===== src/rtl/tmr_cap_chan.sv =====
module tmr_cap_chan #(
  parameter int CW = 16,
  parameter int FCW = 3
) (
  input  logic          clk,
  input  logic          rst_n,
  input  logic          pin_own,
  input  logic          pin0,
  input  logic          pin1,
  input  logic          pin2,
  input  logic          xor_sel,
  input  logic          pair_in,
  input  logic          itrig,
  input  logic [CW-1:0] cnt,
  input  logic [1:0]    filt_cfg,
  input  logic [1:0]    edge_sel,
  input  logic [1:0]    mode,
  input  logic [1:0]    psc,
  input  logic          cap_en,
  input  logic          irq_en,
  input  logic          dma_en,
  input  logic          flag_clr,
  input  logic          sw_we,
  input  logic [CW-1:0] sw_wdata,
  output logic [CW-1:0] ccr,
  output logic          flag,
  output logic          ovr,
  output logic          irq,
  output logic          dma_req,
  output logic          filt_out
);
  localparam int NW = FCW + 1;

  logic s1, s2, fq, src, src_d, rise, fall, evt, active, fire;
  logic [FCW-1:0] fc;
  logic [NW-1:0]  need;
  logic [2:0]     pcnt, pmax;

  wire in_raw = xor_sel ? (pin0 ^ pin1 ^ pin2) : pin_own;

  always_ff @(posedge clk or negedge rst_n)
    if (!rst_n) begin
      s1 <= 1'b0;
      s2 <= 1'b0;
    end else begin
      s1 <= in_raw;
      s2 <= s1;
    end

  always_comb
    case (filt_cfg)
      2'd0:    need = NW'(1);
      2'd1:    need = NW'(2);
      2'd2:    need = NW'(4);
      default: need = NW'(8);
    endcase

  always_ff @(posedge clk or negedge rst_n)
    if (!rst_n) begin
      fq <= 1'b0;
      fc <= '0;
    end else if (s2 == fq) begin
      fc <= '0;
    end else if ({1'b0, fc} + NW'(1) >= need) begin
      fq <= s2;
      fc <= '0;
    end else begin
      fc <= fc + FCW'(1);
    end

  assign filt_out = fq;

  always_comb
    case (mode)
      2'd1:    src = fq;
      2'd2:    src = pair_in;
      2'd3:    src = itrig;
      default: src = 1'b0;
    endcase

  always_ff @(posedge clk or negedge rst_n)
    if (!rst_n) src_d <= 1'b0;
    else        src_d <= src;

  assign rise   = src & ~src_d;
  assign fall   = ~src & src_d;
  assign evt    = (edge_sel == 2'b11) ? (rise | fall) :
                  (edge_sel == 2'b01) ? fall : rise;
  assign active = cap_en && (mode != 2'd0);
  assign pmax   = 3'((4'd1 << psc) - 4'd1);
  assign fire   = active && evt && (pcnt == pmax);

  always_ff @(posedge clk or negedge rst_n)
    if (!rst_n)       pcnt <= '0;
    else if (!active) pcnt <= '0;
    else if (evt)     pcnt <= fire ? 3'd0 : pcnt + 3'd1;

  always_ff @(posedge clk or negedge rst_n)
    if (!rst_n) begin
      ccr     <= '0;
      flag    <= 1'b0;
      ovr     <= 1'b0;
      dma_req <= 1'b0;
    end else begin
      if (fire)                          ccr <= cnt;
      else if (sw_we && mode == 2'd0)    ccr <= sw_wdata;
      if (fire)          flag <= 1'b1;
      else if (flag_clr) flag <= 1'b0;
      if (fire && flag)  ovr <= 1'b1;
      else if (flag_clr) ovr <= 1'b0;
      dma_req <= fire && dma_en;
    end

  assign irq = flag & irq_en;
endmodule


===== config.mk =====
export PLATFORM = sky130hd
export DESIGN_NAME = tmr_cap_chan
export DESIGN_NICKNAME = d
export VERILOG_FILES = /design/src/rtl/tmr_cap_chan.sv
export SDC_FILE = /design/constraint.sdc
export NUM_CORES = 1
export LEC_CHECK = 0
export ABC_AREA = 1
export BUFFER_PORTS_ARGS = -buffer_cell sky130_fd_sc_hd__buf_2
export CORE_MARGIN = 3
export CORE_UTILIZATION = 40
export CTS_BUF_LIST = sky130_fd_sc_hd__clkbuf_16
export DETAILED_ROUTE_END_ITERATION = 6
export PLACE_DENSITY_LB_ADDON = 0.1
export SYNTH_ARGS = -nofsm -noshare
export SYNTH_HDL_FRONTEND = slang
export SYNTH_SLANG_ARGS = --single-unit

===== constraint.sdc =====
create_clock -name clk -period 3.63 [get_ports clk]
set_input_delay 0.363 -clock clk [delete_from_list [all_inputs] [get_ports clk]]
set_output_delay 0.363 -clock clk [all_outputs]
set_load 0.05 [all_outputs]

==> Word-level counts from Yosys, hierarchy flattened <==
Index checks and enable logic that the tools add are counted.
{ "totals": {"word_cells": 63, "input_bits": 54, "out_inout_bits": 21, "reg_bits": 29} }
{ "classes": {"shifts": 1, "mux": 15, "n_bitwise": 9, "n_lt_le_gt_ge": 1, "reduce_logical": 13, "n_addsub": 4, "eq_ne": 10} }
{ "op_table": {"columns": ["op", "count"], "rows": [
  ["$mux W16", 2],
  ["$mux W3", 5],
  ["$pmux W4 S3", 1],
  ["$eq A2 B2 Y1 const B", 4],
  ["$reduce_bool A2 Y1", 4],
  ["$add A3 B1 Y3 const B", 2],
  ["$eq A2 B1 Y1 const B", 3],
  ["$logic_and A1 B1 Y1", 6],
  ["$mux W1", 6],
  ["$add A3 B1 Y4 const B", 1],
  ["$ge A4 B4 Y1", 1],
  ["$logic_not A2 Y1", 2],
  ["$and A1 B1 Y1", 3],
  ["$eq A3 B3 Y1", 1],
  ["$not A1 Y1", 3],
  ["$pmux W1 S3", 1],
  ["$shl A1 B2 Y3 const A", 1],
  ["$sub A3 B1 Y3 const B", 1],
  ["$ne A2 B2 Y1 const B", 1],
  ["$reduce_and A2 Y1", 1],
  ["$xor A1 B1 Y1", 2],
  ["$eq A1 B1 Y1", 1],
  ["$or A1 B1 Y1", 1]
]} }

==> Logic depth before layout (Yosys ltp) <==
Gate-level depths: netlist (run 1).
{ "depth": {"ltp_word": 11, "mapped_depth": 15, "ltp_nobuf": 14} }

==> Worst setup path before layout (run 1) <==
OpenSTA, ideal clock, no wires.
{ "synth_timing": {"path_kind": "flip-flop to flip-flop", "start": "reg fq (netlist: filt_out)", "end": "reg ccr[0]", "path_slack_ps": 1445, "setup_ps": 118, "synth_period_minus_slack_ps": 2185, "stages_incl_launch_ff": 14, "path_buffers": 1, "required_ps": 3512, "t_arrival_ps": 2067, "path_cell_list": "dfrtp_1 > nand2_1 > nand2_1 > nand2_1 > ha_1 > inv_1 > nand2_1 > nand3_1 > nand2_1 > nor2_2 > buf_2 > nand3_1 > nand2_1 > nand2_1"} }
{ "synth_between": {"elab_chain_len": 8, "elab_cells_between_ends": 11, "classes_between": "mux: 4; bitwise: 4; reduce/logical: 3"} }
{ "synth_lines": {"columns": ["item", "line_no", "source"], "rows": [
  ["start: declaration", "34", "logic s1, s2, fq, src, src_d, rise, fall, evt, active, fire;"],
  ["start signal: assignment", "60", "fq <= 1'b0;"],
  ["start signal: assignment", "65", "fq <= s2;"],
  ["$pmux W1 S3 *", "74", "case (mode)"],
  ["$not A1 Y1", "86", "assign fall = ~src & src_d;"],
  ["$and A1 B1 Y1", "86", null],
  ["$mux W1 or $or A1 B1 Y1 (tied branches)", "88, 87", null],
  ["$mux W1 *", "87", "assign evt = (edge_sel == 2'b11) ? (rise | fall) :"],
  ["$logic_and A1 B1 Y1 * (2 in series)", "91", "assign fire = active && evt && (pcnt == pmax);"],
  ["$mux W16 or $reduce_bool A2 Y1 (tied branches)", null, null],
  ["end signal: assignment", "105", "if (fire) ccr <= cnt;"],
  ["end signal: assignment", "106", "else if (sw_we && mode == 2'd0) ccr <= sw_wdata;"],
  ["end: declaration", "25", "output logic [CW-1:0] ccr,"]
]} }
Mark *: on every way between the ends. The rest lies on a longest branch, timed or not.
A chain may end at the register's enable or synchronous reset.

==> Worst setup path after layout (run 1) <==
{ "layout_timing": {"start": "reg fq (netlist: filt_out)", "end": "reg ccr[14]"} }
Same word-level chain as after synthesis.

==> flow_summary.toml, run 1 <==
[final_layout]
syn2layout_area_growth_pct = 33.2
final_nets = 372
n_antenna_cell = 0
layout-drive-gt1-share = 0.280
finalInstanceArea_um2 = 2280

[floorplan]
dieArea_um2 = 5110
die_h_um = 71.5
initial_utilization = 0.422
die_w_um = 71.5
io_pins = 75
rows = 23
coreArea_um2 = 4060

[power]
peakVddDrop_uv = 242
powerDensity_nw_per_um2 = 590
power.switching_w = 0.000505
finalPower_w = 0.00135
seqPwrFrac = 0.321
pwr-share-comb = 0.344
leakagePower_nw = 1.41
pwr-share-clk = 0.335
p_int_w = 0.000843
switching_share = 0.375

[clock_tree]
cts_setup_buffers = 0
cts_buffer_depth = 2
clk_pin_slew_ns = 0.05
tritoncts = "done"
cts_root_buf = "clkbuf_16"
cts_made_buffers = 5
htree_num_levels = 2
cts.sinks = 29
cts_resized = 0
clk_latency_ns = 0.27
cts-hold-fix-buffers = 0

[logic_synthesis]
synth-xor-area-share = 0.0299
syn_nets = 297
syn_avg_cell_area_um2 = 7.29
synth_compound_area_frac = 0.0482
netlist_top_cells_count = "nand2_1 (85), nand3_1 (36), inv_1 (35)"
synth.most_common_cell = "nand2_1"
synth_area_um2 = 1710
ys_ff_latch = 29
yosys.area_share.simple = 0.344
yosys.area.top_type = "dfrtp_1"
yosysWarningCount = 0
synth_edf_count = 0
yosysSeqAreaShare = 0.423
async_flop_share = 1.00
synth_flop_cell = "dfrtp_1"
synth.top_cell.area_share = 0.423
netlist_top_cells_area = "dfrtp_1 (42%), nand2_1 (19%), nand3_1 (11%)"
synth_top_family_by_area = "simple AND/OR/NAND/NOR gates"
yosysUniqueCellTypes = 24
synth_mux_area_frac = 0
synth_cells = 235
synthAdderAreaFrac = 0.0584

[sta]
final.setup.tns_ns = 0
worstMarginPinSlew_ns = 0.665
hold_viol_final = 0
timing.fmax_mhz = 441
slew_headroom = 0.556
drv_slew = 0
fin_crit_ns = 2.27
setup_viol = 0
skew_ns = 0.00552
final.period_utilization = 0.625
rsz0062_at_grt = "false"

[global_routing]
overflow = 0
antenna_found_initial = 0
grtUsageMet3 = 0.0379
met2_usage = 0.277
grt_max_degree = 36
grt.met1_usage = 0.200
grt-busiest-layer = "met2"
grt_first_pass_wirelength_mm = 6.58
grt_pass1_vias = 1528
track_usage = 0.162

[critical_path]
start_kind = "flip-flop"
reg2reg_setup_slack_ns = 1.36
crit_path_end_kind = "flip-flop"
required_ns = 3.79
crit_arrival_ns = 2.42
worstSetupPathType = "reg -> reg"
critPathMaxFanout = 35

[detailed_routing]
wl_per_cell_um = 11.0
viasPerCell = 4.68
drt_iter0_drc = 64
vias = 1691
drt-pass1-iter-count = 4
ant_nets = 0
routed_wl_mm = 3.96
drc = 0

[min_path]
hold_class = "in -> async"

[placement]
placed_area_um2 = 2120
dp_hpwl_mm = 3.00
portBuffers = 74
gp_congestion = 0.757

[run]
max_cap_violations = 0

[run_status]
status = "finished, final reports clean"
critical path, stage by stage (launching register included):
cell and delay [ns]:
dfrtp_1 0.39, nand2_1 0.07, nand2_1 0.05, nand2_1 0.06
ha_1 0.29, inv_1 0.05, nand2_1 0.04, nand3_1 0.09
nand2_1 0.07, nor2_2 0.33, buf_4 0.25, nand2_4 0.22
nand3_1 0.17, nand2_1 0.07
registers in the layout, indices dropped and copies added (netlist names):
signal and flops:
ccr 16, fc 3, pcnt 3, src_d 1, dma_req 1, flag 1
s2 1, s1 1, ovr 1, filt_out 1
routing by layer:
layer	vias to the layer above	wire length [um]
li1	882	-
met1	758	1790
met2	49	1880
met3	2	266
met4	0	21
met5	-	0
kinds of logic (layout without fill, tap and decap cells):
kind of cell / count (synthesis) / after routing
compound gates: 15 / 15
xor+xnor: 5 / 5
fa+ha+maj: 8 / 8
buf+inv: 42 / 118
flops: 29 / 29
simple gates: 136 / 136
worst paths after layout:
| path | startpoint | to | cells past startpoint |
|---|---|---|---|
| setup / recovery | filt_out$_DFFE_PN0P_ | ccr[14]$_DFFE_PN0P_ | 13 |
| hold / removal | rst_n | ccr[1]$_DFFE_PN0P_ | 1 |
| setup reg to reg | filt_out$_DFFE_PN0P_ | ccr[14]$_DFFE_PN0P_ | 13 |
| hold reg to reg | s1$_DFF_PN0_ | s2$_DFF_PN0_ | 0 |
| max in group asynchronous | rst_n | filt_out$_DFFE_PN0P_ | 1 |
| min in group clk | flag_clr | flag$_DFFE_PN0P_ | 2 |
metrics by stage:
step / worst slack, ns / util / cells / hold slack (ns)
after floorplan: 1.45 / - / 235 / 0.0674
after global placement: 1.27 / 0.523 / 353 / 0.349
after detailed placement: 1.15 / 0.523 / 353 / 0.344
after CTS: 1.32 / 0.563 / 361 / 0.151
after global routing: 1.05 / 0.563 / 361 / 0.170
final: 1.36 / 0.563 / 361 / 0.132
power by group through the flow:
| stage | Clock [W] | Sequential [W] | Combinational (W) |
|---|---|---|---|
| CTS | 0.000457 | 0.000433 | 0.000469 |
| finish | 0.000451 | 0.000432 | 0.000464 |
| floorplan | 0 | 0.000607 | 0.000164 |
| detailed placement | 0 | 0.000437 | 0.000468 |
| global placement | 0 | 0.000438 | 0.000458 |
| global route | 0.000467 | 0.000439 | 0.000512 |
final cells by class:
cell class | count | area (um2)
fillers | 390 | 1770
multi-input cells | 164 | 823
well taps | 50 | 62.6
repair buffers | 75 | 378
flip-flops and latches | 29 | 726
clock buffers | 5 | 125
inverters | 35 | 131
clock inverters | 3 | 37.5
layout by cell type, fill, tap and decap left out, types with 2 or more instances in the layout:
cell type,n
clkbuf_16,5
nand3_1,36
nand2_1,85
o21bai_1,2
dfrtp_1,29
o21ai_0,5
o21ai_1,3
o22ai_1,2
or2_2,2
ha_1,8
nor3_1,2
buf_2,74
xnor2_1,3
nor2_1,5
inv_1,36
a21oi_1,3
Note: power is estimated with default switching activity, not from simulation.
==> run 2: changes to the inputs <==
==> constraint.sdc (replaced) <==
create_clock -name clk -period 2.15 [get_ports clk]
set_input_delay 0.215 -clock clk [delete_from_list [all_inputs] [get_ports clk]]
set_output_delay 0.215 -clock clk [all_outputs]
set_load 0.05 [all_outputs]
==> run 2 against run 1 <==
The flow now finishes with violations (hold timing). Die area unchanged. Critical path depth decreased by 1. Cell count increased by 0.28%. First-iteration DRC count decreased by 16%. Utilization decreased by 0.34 points. Clock power increased by 39%. Critical endpoint is now ccr[9]$_DFFE_PN0P_. Cell area decreased by 0.60%. Via count decreased by 1.0%. Non-clock buffer count increased by 2. Sequential share of layout area increased by 0.25 points. Sequential power increased by 69%.
==> flow_summary.toml, run 2 (synthesized netlist as in run 1, its figures left out) <==
[floorplan]
rows = 23
die_w_um = 71.5
dieArea_um2 = 5110
die_h_um = 71.5
io_pins = 75
coreArea_um2 = 4060
initial_utilization = 0.422

[placement]
dp_hpwl_mm = 2.95
placed_area_um2 = 2140
place_inst = 355
portBuffers = 74
gp_congestion = 0.767

[critical_path]
crit_arrival_ns = 2.06
critical_path.max_stage_delay_ns = 0.42
reg2reg_setup_slack_ns = 0.24
path_buf_inv = 1
cp_top_family = "simple AND/OR/NAND/NOR gates"
start_kind = "flip-flop"
crit_path_end_kind = "flip-flop"
crit_top_cell = "nand2_1"
required_ns = 2.31
reg2reg_from = "filt_out$_DFFE_PN0P_"
worstSetupPathType = "reg -> reg"
critPathSlowestCell = "dfrtp_2"
reg2reg_depth = 12
crit_chain = "nand2_1 > nand2_1 > nand2_1 > inv_1 > ha_1 > or2_2 > nand2_1 > nor2_2 > nand2_4 > nand2_1 > nand2_1 > nand2_1"
worstReg2RegEnd = "ccr[9]$_DFFE_PN0P_"
critPathMaxFanout = 35

[clock_tree]
cts-hold-fix-buffers = 0
clk_latency_ns = 0.27
cts_buffer_depth = 2
clk_pin_slew_ns = 0.05
htree_num_levels = 2
cts_root_buf = "clkbuf_16"
tritoncts = "done"
cts_made_buffers = 5
cts_resized = 0
cts.sinks = 29
cts_setup_buffers = 0

[final_layout]
layout_common_cells = "nand2_1 (85), buf_2 (74), inv_1 (36), nand3_1 (36), dfrtp_1 (28)"
n_antenna_cell = 0
finalInstanceArea_um2 = 2270
num-fill-cells = 403
fin_cells = 362
top_register = "ccr"
syn2layout_area_growth_pct = 32.4
final_common_cell = "nand2_1"
largest_reg_flops = 16
reg_top3 = "ccr x16, fc x3, pcnt x3"
final_nets = 374
layout-drive-gt1-share = 0.285

[sta]
setup_viol = 0
worstMarginPinSlew_ns = 0.655
final.period_utilization = 0.887
holdWs_ns = -0.0210
rsz0062_at_grt = "false"
slew_headroom = 0.563
skew_ns = 0.00314
timing.fmax_mhz = 524
drv_slew = 0
hold_viol_final = 29
fin_crit_ns = 1.91
final.setup.tns_ns = 0

[power]
leakagePower_nw = 1.40
powerDensity_nw_per_um2 = 943
peakVddDrop_uv = 418

[detailed_routing]
vias = 1674
drt_iter0_drc = 54
drc = 0
ant_nets = 0
viasPerCell = 4.62
routed_wl_mm = 3.97
drt-pass1-iter-count = 4
wl_per_cell_um = 11.0

[run]
max_cap_violations = 0

[global_routing]
overflow = 0
grt_pass1_vias = 1587
track_usage = 0.167
grt_first_pass_wirelength_mm = 6.71
grt_max_degree = 36
antenna_found_initial = 0

[min_path]
hold_class = "in -> async"

[run_status]
status = "finished, violations left"
violations = "hold timing"
-- run 2: changes by cell type in the layout (fill, tap and decap cells not counted) --
cell and delta:
bufinv_16 -1, buf_4 +2, dfrtp_2 +1, dfrtp_1 -1
-- run 2: how the worst max path moves through the flow --
stage	from	endpoint	slack [ns]	cells after the start
floorplan	filt_out$_DFFE_PN0P_	ccr[0]$_DFFE_PN0P_	0.11	13
global placement	mode[1]	ccr[5]$_DFFE_PN0P_	0.26	14
detailed placement	mode[1]	ccr[9]$_DFFE_PN0P_	0.20	14
CTS	filt_out$_DFFE_PN0P_	ccr[9]$_DFFE_PN0P_	0.23	12
global route	filt_out$_DFFE_PN0P_	ccr[9]$_DFFE_PN0P_	0.002	12
finish	filt_out$_DFFE_PN0P_	ccr[9]$_DFFE_PN0P_	0.24	12
-- run 2: stage by stage --
stage	setup WS [ns]	power (W)	hold WS (ns)	util
6_report	0.243	0.00214	-0.0210	0.559
5_1_grt	0.00229	0.00229	0.0175	0.559
4_1_cts	0.230	0.00217	0.00150	0.559
3_5_place_dp	0.202	0.00153	0.289	0.527
3_3_place_gp	0.259	0.00152	0.292	0.527
2_1_floorplan	0.114	0.00130	-0.0806	-
-- run 2: worst reg2reg max path: cells and delay by family (launching register included) --
kind                       cells  cell delay, ns
and+or+nand+nor               10            1.13
DFF                            1            0.42
adders and majority gates      1            0.18
buffers and inverters          1            0.06
-- run 2: metal layers --
metal | track usage | up-vias | share of wire
met1 | 0.207 | 737 | 0.44
met5 | 0 | - | 0
met2 | 0.276 | 45 | 0.48
met3 | 0.0575 | 5 | 0.070
li1 | - | 887 | -
met4 | 0.0501 | 0 | 0.012
-- run 2: where the power goes --
group,total (W),switching (W),internal [W],leakage [nW]
clock,0.000626,0.000214,0.000411,0.0685
combinational,0.000786,0.000554,0.000232,0.968
sequential,0.000729,0.0000697,0.000659,0.368
total,0.00214,0.000838,0.00130,1.40
-- run 2: area by class of cell --
class	count	area, um2	area share
well taps	50	62.6	0.0276
inverters	35	131	0.0579
multi-input cells	164	823	0.363
repair buffers	77	393	0.173
clock inverters	2	7.51	0.00331
clock buffers	5	125	0.0551
flip-flops and latches	29	727	0.320
